===== config.mk =====
export PLATFORM = sky130hd
export DESIGN_NAME = pkt_mem_target
export DESIGN_NICKNAME = d
export VERILOG_FILES = /design/src/rtl/pkt_mem_pkg.sv /design/src/rtl/pkt_req_decode.sv /design/src/rtl/pkt_mem_array.sv /design/src/rtl/pkt_reply_skid.sv /design/src/rtl/pkt_mem_target.sv
export SDC_FILE = /design/constraint.sdc
export NUM_CORES = 2
export LEC_CHECK = 0
export ABC_AREA = 1
export BUFFER_PORTS_ARGS = -buffer_cell sky130_fd_sc_hd__buf_4
export CELL_PAD_IN_SITES_DETAIL_PLACEMENT = 1
export CELL_PAD_IN_SITES_GLOBAL_PLACEMENT = 2
export CORE_MARGIN = 3
export CORE_UTILIZATION = 38
export CTS_CLUSTER_DIAMETER = 60
export CTS_CLUSTER_SIZE = 8
export DETAILED_ROUTE_END_ITERATION = 10
export HOLD_SLACK_MARGIN = 0.06
export PLACE_DENSITY = 0.82
export SLEW_MARGIN = 20
export SYNTH_ARGS = -nofsm -noshare
export SYNTH_HDL_FRONTEND = slang
export SYNTH_HIERARCHICAL = 1
export SYNTH_SLANG_ARGS = --single-unit
export TNS_END_PERCENT = 50

===== constraint.sdc =====
create_clock -name clk -period 6.1 [get_ports clk]
set_input_delay 0.915 -clock clk [delete_from_list [all_inputs] [get_ports clk]]
set_output_delay 0.915 -clock clk [all_outputs]
set_load 0.1 [all_outputs]

===== src/rtl/pkt_mem_pkg.sv =====
package pkt_mem_pkg;

    localparam int ADDR_W = 8;
    localparam int DATA_W = 32;
    localparam int TAG_W  = 4;

    typedef enum logic [1:0] {
        CMD_NOP = 2'b00,
        CMD_RD  = 2'b01,
        CMD_WR  = 2'b10,
        CMD_RSV = 2'b11
    } cmd_e;

    typedef enum logic [1:0] {
        ST_OK       = 2'b00,
        ST_ADDR_ERR = 2'b01
    } status_e;

    typedef struct packed {
        logic [DATA_W-1:0] data;
        status_e           status;
        logic [TAG_W-1:0]  tag;
        logic              eop;
    } reply_t;

    function automatic logic addr_in_range(input logic [ADDR_W-1:0] a, input int depth);
        return int'(a) < depth;
    endfunction

endpackage


===== src/rtl/pkt_req_decode.sv =====
module pkt_req_decode
    import pkt_mem_pkg::*;
#(
    parameter int DEPTH = 64
) (
    input  logic              clk,
    input  logic              rst,
    input  logic              fire,
    input  logic [ADDR_W-1:0] addr,
    input  logic [1:0]        cmd,
    input  logic [TAG_W-1:0]  tag,
    input  logic              eop,
    input  logic              contig,
    input  logic [DATA_W-1:0] rdata,
    output logic              wr_en,
    output reply_t            reply
);
    logic [ADDR_W-1:0] prev_addr;
    logic              mid_packet;
    logic              seq_break;
    logic              bad_addr;
    cmd_e              op;

    assign op        = cmd_e'(cmd);
    assign seq_break = contig && mid_packet && (addr != prev_addr + ADDR_W'(1));
    assign bad_addr  = !addr_in_range(addr, DEPTH) || seq_break;

    always_comb begin
        reply.data   = '0;
        reply.status = ST_OK;
        reply.tag    = tag;
        reply.eop    = eop;
        wr_en        = 1'b0;
        unique case (op)
            CMD_RD: begin
                if (bad_addr) reply.status = ST_ADDR_ERR;
                else          reply.data   = rdata;
            end
            CMD_WR: begin
                if (bad_addr) reply.status = ST_ADDR_ERR;
                else          wr_en        = fire;
            end
            default: ;
        endcase
    end

    always_ff @(posedge clk) begin
        if (rst) begin
            prev_addr  <= '0;
            mid_packet <= 1'b0;
        end else if (fire) begin
            prev_addr  <= addr;
            mid_packet <= !eop;
        end
    end


    nop_no_write_chk: assert property (@(posedge clk) disable iff (rst)
        (op == CMD_NOP || op == CMD_RSV) |-> !wr_en);
endmodule


===== src/rtl/pkt_mem_array.sv =====
module pkt_mem_array
    import pkt_mem_pkg::*;
#(
    parameter int DEPTH = 64,
    localparam int IDX_W = $clog2(DEPTH)
) (
    input  logic              clk,
    input  logic              wr_en,
    input  logic [IDX_W-1:0]  idx,
    input  logic [DATA_W-1:0] wdata,
    output logic [DATA_W-1:0] rdata
);
    logic [DATA_W-1:0] words [DEPTH];

    assign rdata = words[idx];

    always_ff @(posedge clk) begin
        if (wr_en) words[idx] <= wdata;
    end
endmodule


===== src/rtl/pkt_reply_skid.sv =====
module pkt_reply_skid
    import pkt_mem_pkg::*;
(
    input  logic   clk,
    input  logic   rst,
    input  logic   load,
    input  reply_t din,
    input  logic   drain,
    output logic   full,
    output reply_t dout
);
    always_ff @(posedge clk) begin
        if (rst) begin
            full <= 1'b0;
            dout <= '0;
        end else if (load) begin
            full <= 1'b1;
            dout <= din;
        end else if (full && drain) begin
            full <= 1'b0;
        end
    end


    reply_hold_chk: assert property (@(posedge clk) disable iff (rst)
        (full && !drain) |=> (full && $stable(dout)));
endmodule


===== src/rtl/pkt_mem_target.sv =====
module pkt_mem_target
    import pkt_mem_pkg::*;
#(
    parameter int DEPTH = 64,
    localparam int IDX_W = $clog2(DEPTH)
) (
    input  logic              clk,
    input  logic              rst,
    input  logic              req_val,
    output logic              req_ack,
    input  logic [ADDR_W-1:0] req_addr,
    input  logic [DATA_W-1:0] req_wdata,
    input  logic [1:0]        req_cmd,
    input  logic [TAG_W-1:0]  req_tag,
    input  logic              req_eop,
    input  logic              req_contig,
    output logic              rsp_val,
    input  logic              rsp_ack,
    output logic [DATA_W-1:0] rsp_rdata,
    output logic [1:0]        rsp_status,
    output logic [TAG_W-1:0]  rsp_tag,
    output logic              rsp_eop
);
    logic              fire;
    logic              wr_en;
    logic              skid_full;
    logic [DATA_W-1:0] mem_rdata;
    reply_t            next_reply;
    reply_t            held_reply;

    assign req_ack = !skid_full || rsp_ack;
    assign fire    = req_val && req_ack;

    pkt_req_decode #(.DEPTH(DEPTH)) u_dec (
        .clk    (clk),
        .rst    (rst),
        .fire   (fire),
        .addr   (req_addr),
        .cmd    (req_cmd),
        .tag    (req_tag),
        .eop    (req_eop),
        .contig (req_contig),
        .rdata  (mem_rdata),
        .wr_en  (wr_en),
        .reply  (next_reply)
    );

    pkt_mem_array #(.DEPTH(DEPTH)) u_mem (
        .clk   (clk),
        .wr_en (wr_en),
        .idx   (req_addr[IDX_W-1:0]),
        .wdata (req_wdata),
        .rdata (mem_rdata)
    );

    pkt_reply_skid u_skid (
        .clk   (clk),
        .rst   (rst),
        .load  (fire),
        .din   (next_reply),
        .drain (rsp_ack),
        .full  (skid_full),
        .dout  (held_reply)
    );

    assign rsp_val    = skid_full;
    assign rsp_rdata  = held_reply.data;
    assign rsp_status = held_reply.status;
    assign rsp_tag    = held_reply.tag;
    assign rsp_eop    = held_reply.eop;


    reply_next_cycle_chk: assert property (@(posedge clk) disable iff (rst)
        fire |=> rsp_val);

    tag_echo_chk: assert property (@(posedge clk) disable iff (rst)
        fire |=> (rsp_tag == $past(req_tag)));

    eop_echo_chk: assert property (@(posedge clk) disable iff (rst)
        fire |=> (rsp_eop == $past(req_eop)));

    nop_reply_chk: assert property (@(posedge clk) disable iff (rst)
        (fire && (req_cmd == 2'b00 || req_cmd == 2'b11)) |=>
        (rsp_status == 2'b00 && rsp_rdata == '0));
endmodule


* Yosys cells after proc, flatten, opt, wreduce, memory -nomap -nowiden
Memories as Yosys holds them, arrays and structs flattened.
Index checks and enable logic that the tools add are counted.
** Storage, ports and cells
- Bits in writable memories :: 2048
- Output and inout bits :: 41
- Logic and storage cells :: 34
- Memories kept :: 1
- Input port bits :: 52
- Bits in registers :: 49
** Operators by class
- Reductions and logical operators :: 11
- Mux-type cells :: 10
- Add/sub/neg operators :: 1
- Order comparisons :: 1
- Equality and inequality tests :: 3
** Memory list
- u_mem.words :: words 64, width 32, rd ports 1, clocked after Yosys merged registers in 0, wr ports 1, line pkt_mem_array.sv:13 : logic [DATA_W-1:0] words [DEPTH];
** Operators by type and width (count)
- 2-to-1 mux 32 bit :: 2
- adder 8 x 1 -> 8 bit, second input constant :: 1
- less-than comparator 8 x 7 -> 1 bit, second input constant :: 1
- 2-to-1 mux 1 bit :: 8
- != test 8 bit :: 1
- logical AND 1 bit :: 4
- zero test 1 bit :: 3
- == test 2 x 1 -> 1 bit, second input constant :: 1
- == test 2 bit, second input constant :: 1
- logical OR 1 bit :: 2
- nonzero test 2 bit :: 1
- OR reduction 2 bit :: 1

* Longest topological paths before layout
- Depth in word-level cells :: 8
- Depth in mapped cells :: 19
- Depth with buffers taken out :: 15

* By module
Netlist, hierarchy kept.
** By module, submodules not included
- pkt_mem_array :: instances 1, cells each 8408, seq. area each 61499.0 um^2, area an instance 85862.3 um^2
- pkt_reply_skid :: instances 1, cells each 174, seq. area each 800.8 um^2, area an instance 1552.7 um^2
- pkt_req_decode :: instances 1, cells each 186, seq. area each 180.2 um^2, area an instance 998.5 um^2
- pkt_mem_target :: instances 1, cells each 4, seq. area each 0.0 um^2, area an instance 20.0 um^2

* Least setup slack after synthesis
Ideal clock, no wire load.
- Kind :: input to register
- From :: input rsp_ack
- To :: memory u_mem.words[41][0] (enable)
- Setup slack :: 0.279 ns
- Path buffers :: 3
- Data arrival time :: 5.320 ns
- Required time :: 5.598 ns
- Stages on the path :: 9
- Library setup time :: 0.502 ns
- Path through :: inv_1 -> a21oi_2 -> clkbuf_1 -> clkbuf_1 -> nand2_1 -> nor2_1 -> clkbuf_1 -> inv_1 -> nor4_1
** On the way
- Cells in the longest elaborated chain, start to end :: 6
** RTL lines
- from (decl) :: line pkt_mem_target.sv:18 : input logic rsp_ack,
- logical OR 1 bit :: line pkt_mem_target.sv:31 : assign req_ack = !skid_full || rsp_ack;
- logical AND 1 bit :: line pkt_mem_target.sv:32 : assign fire = req_val && req_ack;
- named net fire :: line pkt_mem_target.sv:24 : logic fire;
- 2-to-1 mux 1 bit :: line pkt_req_decode.sv:40 : if (bad_addr) reply.status = ST_ADDR_ERR;
- 2-to-1 mux 1 bit :: line pkt_req_decode.sv:34 : unique case (op)
- named net wr_en :: line pkt_mem_target.sv:25 : logic wr_en;
- 2-to-1 mux 1 bit :: line pkt_mem_array.sv:18 : if (wr_en) words[idx] <= wdata;
- 2-to-1 mux 1 bit (not written as such) :: line pkt_mem_array.sv:18
- to (decl) :: line pkt_mem_array.sv:13
The timed path passes the listed nets, and every way through them passes these cells.

* Final worst setup path
- From :: register u_dec.prev_addr[0]
- To :: memory u_mem.words[50][26] (enable)
** On the way
- Cells in the longest elaborated chain, start to end :: 8
** RTL lines
- from (decl) :: line pkt_req_decode.sv:18 : logic [ADDR_W-1:0] prev_addr;
- from (signal assigned) :: line pkt_req_decode.sv:52 : prev_addr <= addr;
- adder 8 x 1 -> 8 bit :: line pkt_req_decode.sv:25 : assign seq_break = contig && mid_packet && (addr != prev_addr + ADDR_W'(1));
- != test 8 bit :: line pkt_req_decode.sv:25
- logical AND 1 bit :: line pkt_req_decode.sv:25
- logical OR 1 bit :: line pkt_req_decode.sv:26 : assign bad_addr = !addr_in_range(addr, DEPTH) || seq_break;
- 2-to-1 mux 1 bit :: line pkt_req_decode.sv:40
- 2-to-1 mux 1 bit :: line pkt_req_decode.sv:34
- named net wr_en :: line pkt_mem_target.sv:25
- 2-to-1 mux 1 bit :: line pkt_mem_array.sv:18
- 2-to-1 mux 1 bit (not written as such) :: line pkt_mem_array.sv:18
The timed path passes the listed nets, and every way through them passes these cells.

==> run metrics <==
Clock Sinks around 2100; synthesized cell area approximately 88000 µm²; Net Count, Synth about 9000; final wirelength 302300 µm; Remaining Overflow, GRT 0; GPL Wtd Cong 0.8034; RSZ-0062 raised after global routing no; Root Driver clkbuf_16; clk_skew 0.06161 ns; Yosys reg bits 2097; Vias/cell approximately 5.3; Core ar. 230800 µm²; Post-Place Cell Area 92960 µm²; Sw Ratio 0.2296; drt first pass iters 5; DR iter-0 viols 5295; post-cts resize count 0; initial antenna violation count 19; setup repair bufs after CTS 0; async set-or-reset flop fraction in the synthesized netlist 0; Max-Cap Viols 0; sequential share of power 0.476; CP endpoint kind register; Net Sw Power ~0.0077 W; H-tree level count 5; Hold EP u_dec/mid_packet$_SDFFE_PP0P_; Setup-failing EPs final 0; Post-Synth Simple-Gate Area 0.2603; Finished Cell Area 101400 µm²; Post-Layout Cell Count approximately 12000; Int Pwr between 0.02 and 0.03 W; static leakage 42.04 nW; reg2reg end u_mem/words[50][26]$_DFFE_PP_; pwr/cell area 329.4 nW/µm²; Hold Crit Start req_eop; DP Cell Count 11610; Compound-Gate Fraction of Synth Area 0.004131; synthesis-to-layout area growth 14.70%; Core Rows 176; Hold Path Stages 2; clock slew at reported path FFs around 0.050 ns; kind of critical path register to register; Comb pwr share 0.064; total track usage 0.2510; vias in the first global route 66040; DRC violations left 0; layout cells sized above 1 0.08051; Final Hold Violating Endpoints 0; commonest non-fill, non-tap cell in the layout nand2_1; I/O pin total between 90 and 100; cts hold-fix bufs 0; main combinational cell family by area after synthesis simple AND/OR/NAND/NOR gates; I/O Buffers 92; post-layout util 0.4395; Startpoint Class register; first-pass GRT wire length roughly 440000 µm; Final ANT Viol Nets 0; Clk Latency, worst-skew pair 0.93 ns; Final nets between 8000 and 9000; largest net degree at the start of global routing 143; die area 238500 µm²; r2r startpoint u_dec/prev_addr[0]$_SDFFE_PP0P_; relative slew slack 0.2224; yosys warns 6; r2r setup slk 1.60 ns; CTS tree built; CP Data Arrival Time 5.07 ns; Final period util 0.7381; Peak VDD IR 0.0002648 V; Slew Limit Fails 0; xor/xnor share of the synthesized area 0.00009904; Mapped Cells 8772; syn avg cell area 10.08 µm²; DR vias around 63000; fin crit period between 4 and 5 ns; Clock power frac 0.461; WP data required 6.67 ns; worst slew pin tran 1.166 ns; Max clock buf depth 4; Die Span Y roughly 490 µm; count of cell types in the netlist 34; Initial Utilization 0.3832; CTS buffer count roughly 320; Post-Synth Adder-Cell Area 0.0004245; DIE WIDTH 488.4 µm; maximum clock rate 222.1 MHz; proportion of synthesized area in mux cells 0; drt wl/cell 25.16 µm; Hold Path Class input port to register; number of synthesized flops with an enable pin 2048; DP HPWL 163700 µm; most frequent cells in the layout nand2_1, edfxtp_1, clkbuf_16; CP max FO 12; setup TNS 0 ns; reg2reg path depth 16; Synth Flop Type edfxtp_1; post-synthesis sequential area ratio 0.7065; status finished clean
## critical path, cell delays in order (launching register included)
cell and delay (ns):
dfxtp_1 0.43, ha_1 0.26, nand3_1 0.17, inv_1 0.09
nand2_1 0.06, nand2_1 0.06, nand3_1 0.06, nor2_1 0.15
nand2_1 0.13, nand2_2 0.13, nand2_1 0.07, nor2_1 0.43
buf_4 0.26, nand3_1 0.61, buf_4 0.44, nor2_4 0.47
buf_4 0.32
## registers in the layout, summed over array words and instances (netlist names)
register and cells:
u_dec/mid_packet 1, u_dec/prev_addr 8, u_mem/words 2048, u_skid/dout 39, u_skid/full 1
## cells in the mapped netlist (2+ instances only)
library cell / number / area share
inv_2: 15 / 0.00064
a211oi_1: 7 / 0.00059
buf_12: 4 / 0.00091
nand3_1: 22 / 0.0012
o211ai_1: 5 / 0.00042
nand4_1: 3 / 0.00021
nor2_1: 222 / 0.0094
or2_2: 5 / 0.00035
o21ai_0: 45 / 0.0025
inv_1: 68 / 0.0029
buf_2: 249 / 0.014
dfxtp_1: 49 / 0.011
nand2_1: 5767 / 0.24
ha_1: 3 / 0.00042
a21oi_2: 2 / 0.00020
buf_4: 19 / 0.0016
a21oi_1: 3 / 0.00017
nor4_1: 2 / 0.00014
buf_6: 9 / 0.0011
nor2_2: 41 / 0.0029
o21ai_1: 2 / 0.00011
edfxtp_1: 2048 / 0.70
nor3_2: 7 / 0.00079
clkbuf_1: 138 / 0.0059
buf_1: 28 / 0.0012
## how the worst max path moves through the flow
stage,start,end,slack (ns)
after floorplan,rsp_ack,u_mem/words[41][0]$_DFFE_PP_,0.28
after global placement,req_addr[1],u_mem/words[59][23]$_DFFE_PP_,0.88
after detailed placement,req_addr[1],u_mem/words[59][23]$_DFFE_PP_,1.0
after CTS,u_dec/prev_addr[1]$_SDFFE_PP0P_,u_mem/words[59][24]$_DFFE_PP_,1.61
after global routing,u_dec/prev_addr[1]$_SDFFE_PP0P_,u_mem/words[59][24]$_DFFE_PP_,1.44
final,u_dec/prev_addr[0]$_SDFFE_PP0P_,u_mem/words[50][26]$_DFFE_PP_,1.60
## per-stage QoR
stage	hold slack (ns)	total power (W)	setup WS, ns
after floorplan	0.4487	0.01731	0.2786
after global placement	0.4820	0.01824	0.8839
after detailed placement	0.4900	0.01828	0.9965
after CTS	0.1505	0.03369	1.612
after global routing	0.1850	0.03448	1.437
final	0.2059	0.03341	1.598
## kinds of logic (layout without fill, tap and decap cells)
logic type / Yosys count / after routing
flops: 2097 / 2097
buf+inv: 531 / 739
fa+ha+maj: 3 / 3
simple gates: 6074 / 6074
xor+xnor: 1 / 1
compound gates: 65 / 65
other cells: 1 / 13
## metal layers
| metal | vias up | share of wire | track usage | routed length [µm] |
|---|---|---|---|---|
| met3 | 561 | 0.055 | 0.03259 | 16760 |
| li1 | 28460 | - | - | - |
| met1 | 32400 | 0.41 | 0.3232 | 125200 |
| met4 | 2 | 0.044 | 0.1057 | 13420 |
| met2 | 1952 | 0.49 | 0.4266 | 146900 |
| met5 | - | 0.000036 | 0 | 11 |
## final cells by class
class	instances	area, µm²
Fill cell	25270	129400
Sequential cell	2097	62480
Multi-Input combinational cell	6144	23980
Clock buffer	391	8348
Tap cell	3026	3786
Timing Repair Buffer	255	2375
Inverter	84	345.3
Clock inverter	9	87.58
Antenna cell	12	30.03
## power by group through the flow
| stage | clock, W | combinational (W) | sequential [W] |
|---|---|---|---|
| 2_1_floorplan | 0 | 0.00104 | 0.0163 |
| 3_3_place_gp | 0 | 0.00208 | 0.0162 |
| 3_5_place_dp | 0 | 0.00212 | 0.0162 |
| 4_1_cts | 0.0157 | 0.00214 | 0.0159 |
| 5_1_grt | 0.0163 | 0.00232 | 0.0159 |
| 6_report | 0.0154 | 0.00212 | 0.0159 |
Power figures use the tool's default switching activity.
